<file path="src/rtl/gwa_pkg.sv">
package gwa_pkg;

   typedef enum logic [2:0] {
      SEL_NONE,
      SEL_POS_X,
      SEL_POS_Y,
      SEL_X_LO,
      SEL_X_HI,
      SEL_Y_LO,
      SEL_Y_HI
   } reg_sel_e;

   function automatic reg_sel_e decode_idx(
      input logic [7:0] idx,
      input logic [7:0] i_px,
      input logic [7:0] i_py,
      input logic [7:0] i_xlo,
      input logic [7:0] i_xhi,
      input logic [7:0] i_ylo,
      input logic [7:0] i_yhi
   );
      reg_sel_e s;
      s = SEL_NONE;
      if (idx == i_px)       s = SEL_POS_X;
      else if (idx == i_py)  s = SEL_POS_Y;
      else if (idx == i_xlo) s = SEL_X_LO;
      else if (idx == i_xhi) s = SEL_X_HI;
      else if (idx == i_ylo) s = SEL_Y_LO;
      else if (idx == i_yhi) s = SEL_Y_HI;
      return s;
   endfunction

endpackage

</file>
<file path="src/rtl/gwa_winregs.sv">
module gwa_winregs #(
   parameter int H_PIXELS = 240,
   parameter int V_PIXELS = 320,
   parameter int DW       = 16,
   parameter int XW       = 8,
   parameter int YW       = 9,
   parameter logic [7:0] IDX_PX  = 8'h20,
   parameter logic [7:0] IDX_PY  = 8'h21,
   parameter logic [7:0] IDX_XLO = 8'h50,
   parameter logic [7:0] IDX_XHI = 8'h51,
   parameter logic [7:0] IDX_YLO = 8'h52,
   parameter logic [7:0] IDX_YHI = 8'h53
) (
   input  logic          clk,
   input  logic          rst_n,
   input  logic          we,
   input  logic [7:0]    idx,
   input  logic [DW-1:0] data,
   output logic          load_x,
   output logic          load_y,
   output logic [XW-1:0] x_val,
   output logic [YW-1:0] y_val,
   output logic [XW-1:0] x_lo,
   output logic [XW-1:0] x_hi,
   output logic [YW-1:0] y_lo,
   output logic [YW-1:0] y_hi
);
   import gwa_pkg::*;

   localparam logic [XW-1:0] X_LAST = XW'(H_PIXELS - 1);
   localparam logic [YW-1:0] Y_LAST = YW'(V_PIXELS - 1);

   reg_sel_e sel;

   always_comb begin
      sel = we ? decode_idx(idx, IDX_PX, IDX_PY, IDX_XLO, IDX_XHI, IDX_YLO, IDX_YHI)
               : SEL_NONE;
   end

   assign load_x = (sel == SEL_POS_X);
   assign load_y = (sel == SEL_POS_Y);
   assign x_val  = data[XW-1:0];
   assign y_val  = data[YW-1:0];

   always_ff @(posedge clk or negedge rst_n) begin
      if (!rst_n) begin
         x_lo <= '0;
         x_hi <= X_LAST;
         y_lo <= '0;
         y_hi <= Y_LAST;
      end else begin
         case (sel)
            SEL_X_LO: x_lo <= data[XW-1:0];
            SEL_X_HI: x_hi <= data[XW-1:0];
            SEL_Y_LO: y_lo <= data[YW-1:0];
            SEL_Y_HI: y_hi <= data[YW-1:0];
            default:  ;
         endcase
      end
   end

endmodule

</file>
<file path="src/rtl/gwa_axis.sv">
module gwa_axis #(
   parameter int W = 8
) (
   input  logic         clk,
   input  logic         rst_n,
   input  logic         load,
   input  logic [W-1:0] load_val,
   input  logic         step,
   input  logic         up,
   input  logic [W-1:0] lo,
   input  logic [W-1:0] hi,
   output logic [W-1:0] pos,
   output logic         wrap
);
   logic at_exit;

   assign at_exit = up ? (pos >= hi) : (pos <= lo);
   assign wrap    = step && at_exit;

   always_ff @(posedge clk or negedge rst_n) begin
      if (!rst_n) begin
         pos <= '0;
      end else if (load) begin
         pos <= load_val;
      end else if (step) begin
         if (at_exit) pos <= up ? lo : hi;
         else         pos <= up ? pos + W'(1) : pos - W'(1);
      end
   end

endmodule

</file>
<file path="src/rtl/gwa_linear.sv">
module gwa_linear #(
   parameter int H_PIXELS  = 240,
   parameter int XW        = 8,
   parameter int YW        = 9,
   parameter int AW        = 17,
   parameter bit SHIFT_ADD = 1'b1
) (
   input  logic [XW-1:0] x,
   input  logic [YW-1:0] y,
   output logic [AW-1:0] addr
);
   localparam logic [AW-1:0] HK = AW'(H_PIXELS);

   logic [AW-1:0] yw, xw;
   assign yw = AW'(y);
   assign xw = AW'(x);

   generate
      if (SHIFT_ADD && H_PIXELS == 240) begin : g_shift
         assign addr = (yw << 8) - (yw << 4) + xw;
      end else begin : g_mult
         assign addr = yw * HK + xw;
      end
   endgenerate

endmodule

</file>
<file path="src/rtl/gram_win_addr.sv">
module gram_win_addr #(
   parameter int H_PIXELS  = 240,
   parameter int V_PIXELS  = 320,
   parameter int DW        = 16,
   parameter bit SHIFT_ADD = 1'b1,
   parameter logic [7:0] IDX_PX  = 8'h20,
   parameter logic [7:0] IDX_PY  = 8'h21,
   parameter logic [7:0] IDX_XLO = 8'h50,
   parameter logic [7:0] IDX_XHI = 8'h51,
   parameter logic [7:0] IDX_YLO = 8'h52,
   parameter logic [7:0] IDX_YHI = 8'h53,
   localparam int XW = $clog2(H_PIXELS),
   localparam int YW = $clog2(V_PIXELS),
   localparam int AW = $clog2(H_PIXELS * V_PIXELS)
) (
   input  logic          clk,
   input  logic          rst_n,
   input  logic          reg_we,
   input  logic [7:0]    reg_idx,
   input  logic [DW-1:0] reg_data,
   input  logic          access_done,
   input  logic          x_inc,
   input  logic          y_inc,
   output logic [XW-1:0] cur_x,
   output logic [YW-1:0] cur_y,
   output logic [AW-1:0] lin_addr
);

   generate
      if (H_PIXELS < 2 || V_PIXELS < 2) begin : g_bad_size
         $error("gram_win_addr: frame must be at least 2 x 2");
      end
      if (DW < YW || DW < XW) begin : g_bad_dw
         $error("gram_win_addr: data width narrower than an address field");
      end
   endgenerate

   logic          load_x, load_y, pos_wr;
   logic [XW-1:0] x_val, win_xs, win_xe;
   logic [YW-1:0] y_val, win_ys, win_ye;
   logic          x_wrap, y_wrap;

   gwa_winregs #(
      .H_PIXELS(H_PIXELS), .V_PIXELS(V_PIXELS), .DW(DW), .XW(XW), .YW(YW),
      .IDX_PX(IDX_PX), .IDX_PY(IDX_PY), .IDX_XLO(IDX_XLO),
      .IDX_XHI(IDX_XHI), .IDX_YLO(IDX_YLO), .IDX_YHI(IDX_YHI)
   ) u_regs (
      .clk(clk), .rst_n(rst_n), .we(reg_we), .idx(reg_idx), .data(reg_data),
      .load_x(load_x), .load_y(load_y), .x_val(x_val), .y_val(y_val),
      .x_lo(win_xs), .x_hi(win_xe), .y_lo(win_ys), .y_hi(win_ye)
   );

   assign pos_wr = load_x | load_y;

   gwa_axis #(.W(XW)) u_ax_x (
      .clk(clk), .rst_n(rst_n), .load(load_x), .load_val(x_val),
      .step(access_done & ~pos_wr), .up(x_inc),
      .lo(win_xs), .hi(win_xe), .pos(cur_x), .wrap(x_wrap)
   );

   gwa_axis #(.W(YW)) u_ax_y (
      .clk(clk), .rst_n(rst_n), .load(load_y), .load_val(y_val),
      .step(x_wrap), .up(y_inc),
      .lo(win_ys), .hi(win_ye), .pos(cur_y), .wrap(y_wrap)
   );

   gwa_linear #(
      .H_PIXELS(H_PIXELS), .XW(XW), .YW(YW), .AW(AW), .SHIFT_ADD(SHIFT_ADD)
   ) u_lin (
      .x(cur_x), .y(cur_y), .addr(lin_addr)
   );

endmodule

</file>
<file path="config.mk">
export PLATFORM = sky130hd
export DESIGN_NAME = gram_win_addr
export DESIGN_NICKNAME = d
export VERILOG_FILES = /design/src/rtl/gwa_pkg.sv /design/src/rtl/gwa_winregs.sv /design/src/rtl/gwa_axis.sv /design/src/rtl/gwa_linear.sv /design/src/rtl/gram_win_addr.sv
export SDC_FILE = /design/constraint.sdc
export NUM_CORES = 1
export LEC_CHECK = 0
export BUFFER_PORTS_ARGS = -buffer_cell sky130_fd_sc_hd__buf_2
export CORE_MARGIN = 2
export CORE_UTILIZATION = 53
export CTS_CLUSTER_DIAMETER = 120
export CTS_CLUSTER_SIZE = 30
export DETAILED_ROUTE_END_ITERATION = 7
export GPL_TIMING_DRIVEN = 0
export PLACE_DENSITY = 0.78
export SLEW_MARGIN = 25
export SYNTH_ARGS = -nofsm -noshare
export SYNTH_HDL_FRONTEND = slang
export SYNTH_HIERARCHICAL = 1
export SYNTH_SLANG_ARGS = --single-unit
</file>
<file path="constraint.sdc">
create_clock -name clk -period 5.2 [get_ports clk]
set_clock_uncertainty 0.15 [all_clocks]
set_input_delay 0.52 -clock clk [delete_from_list [all_inputs] [get_ports clk]]
set_output_delay 0.52 -clock clk [all_outputs]
set_load 0.01 [all_outputs]
</file>
==> metrics <==
status=finished clean; TritonRoute pass-1 iters=4; worst setup margin=1.968 ns; largest net degree at the start of global routing=52; Initial Utilization=between 50% and 60%; Ports=64; post-route ant nets=0; Crit path max-delay family=compound AO/OA/AOI/OAI gates; Pwr per Cell Area=518.2 nW/um^2; Critical Path RT=about 5.3 ns; CTS Buf Count=5; DR vias/cell=roughly 5.8; drt wl/cell=approximately 17 microns; FP Rows=34; fin area=5157 sq um; Post-Route WL=roughly 11 mm; Die X-Extent=97.50 microns; Syn Std Cell Area=4633 sq um; number of global-route vias before repair=between 3k and 4k; share of layout cells above drive strength 1=between 20% and 30%; Num Clock Sinks=51; post-synthesis net count=roughly 570; crit end category=flip-flop; Critical path buffers and inverters=2; CP Launch Type=flip-flop; CTS max path bufs=2; Skew-Pair Late Insertion Delay=roughly 0.32 ns; first-pass GRT wire length=18.01 mm; Synth Area per Inst=around 9.6 sq um; Pleak=2.401 nW; cts hold-fix bufs=0; CP cell instances=inv_1 -> ha_1 -> a211oi_2 -> o21ai_1 -> a2111oi_2 -> a211o_1 -> buf_6 -> nor2_1 -> nor2_1 -> a22oi_1 -> o21ai_1; post-CTS sizing=0; Tot GR Track Use=between 20% and 30%; CTS tree=built; Worst path slowest cell=nor2_1; core area=8593 sq um; Post-DP HPWL=about 8 mm; initial antenna violation count=1; gpl congestion=~0.89; crit path kind=flip-flop to flip-flop; Layout Nets=~630; Slew Limit Headroom=about 43%; DR iter-0 viols=roughly 220; crit path DAT=between 3 and 4 ns; total number of vias=approximately 3.8k; Fmax=309.4 MHz; Antenna diodes=0; cell count after synthesis=between 400 and 500; gr ovfl total=0; # setup viols final=0; Slew Limit Fails=0; RSZ-0062 raised after global routing=false; depth of the CTS H-tree=2; CTS root buf=clkbuf_8; Die Ht=slightly below 100 microns; setup TNS=0 ns; Ys Warns=6; pin slew with the least headroom to its limit=~0.86 ns; Max FO, Critical Path=9; Post-CTS Setup Bufs=0; Area Growth Syn to Fin=11.32%; Final Hold Fails=0; maxcap violations=0; DRC Markers=0; Place WS=about 2 ns; Clock transition at path regs=roughly 0.10 ns; Peak VDD IR=between 0.15 and 0.2 mV; PortBufs=54; dpl cell area=a little over 5000 sq um; die area=~9500 sq um; Final min period=approximately 3.2 ns; period utilisation layout=62.16%; worst hold path class=input pin to asynchronous set/reset pin; CP max stage delay=0.66 ns
-- layout make-up --
| class | count | area [sq um] |
|---|---|---|
| fillers | 722 | 3436 |
| multi-input cells | 353 | 2932 |
| flip-flops and latches | 51 | 1294 |
| repair buffers | 54 | 272.8 |
| plain buffers | 30 | 224.0 |
| inverters | 49 | 183.9 |
| well taps | 108 | 135.1 |
| clock buffers | 5 | 68.82 |
| clock inverters | 3 | 47.55 |
-- registers in the layout, indices dropped and copies added, names as in the netlist --
| register | cells |
|---|---|
| u_regs/y_lo | 9 |
| u_ax_x/pos | 8 |
| u_regs/x_hi | 8 |
| u_regs/y_hi | 9 |
| u_ax_y/pos | 9 |
| u_regs/x_lo | 8 |
-- per-layer routing --
| metal | vias up | global-route usage, % | wire length [microns] |
|---|---|---|---|
| met4 | 0 | 5.983 | 162 |
| li1 | 1859 | - | - |
| met1 | 1828 | 31.67 | 5049 |
| met3 | 16 | 2.374 | 433 |
| met2 | 96 | 39.05 | 5207 |
| met5 | - | 0 | 0 |
-- power by group --
part,total [mW],internal (mW),switching [mW]
combinational,1.80,0.836,0.960
clock,0.294,0.146,0.148
sequential,0.581,0.462,0.120
total,2.67,1.44,1.23
-- layout by cell type, fill, tap and decap left out, types with 16 or more instances in the layout --
| cell | n |
|---|---|
| o21ai_0 | 28 |
| mux2i_1 | 17 |
| buf_4 | 22 |
| buf_2 | 53 |
| a22oi_1 | 16 |
| nand2_1 | 24 |
| mux2_2 | 25 |
| ha_1 | 56 |
| xnor2_1 | 16 |
| dfrtp_1 | 37 |
| a21oi_1 | 23 |
| inv_1 | 48 |
| nor2_1 | 20 |
-- worst paths after layout --
kind	start	endpoint	slack (ns)	cells past startpoint
max	u_regs/x_hi[3]	u_ax_y/pos[3]	1.97	11
min	rst_n	u_regs/y_lo[7]	0.07	1
max reg2reg	u_regs/x_hi[3]	u_ax_y/pos[3]	1.97	11
min reg2reg	u_regs/y_lo[4]	u_regs/y_lo[4]	0.37	1
max in group asynchronous	rst_n	u_regs/y_lo[3]	4.40	1
min in group clk	reg_data[8]	u_regs/y_hi[8]	0.31	2
-- worst register-to-register path: stages (launching register included) --
cell,delay [ns]
dfstp_2,0.54
inv_1,0.05
ha_1,0.31
a211oi_2,0.21
o21ai_1,0.13
a2111oi_2,0.40
a211o_1,0.16
buf_6,0.16
nor2_1,0.11
nor2_1,0.66
a22oi_1,0.17
o21ai_1,0.12
-- stage by stage --
stage	total power [mW]	instances	hold WS, ns	utilization (%)
6_report	2.672	653	0.07159	60.02
5_1_grt	2.896	653	0.1225	60.02
3_5_place_dp	2.368	645	0.3414	58.66
4_1_cts	2.674	653	0.09211	60.02
3_3_place_gp	2.307	645	0.3426	58.63
2_1_floorplan	1.869	483	0.07441	-
(Power assumes the default switching activity.)
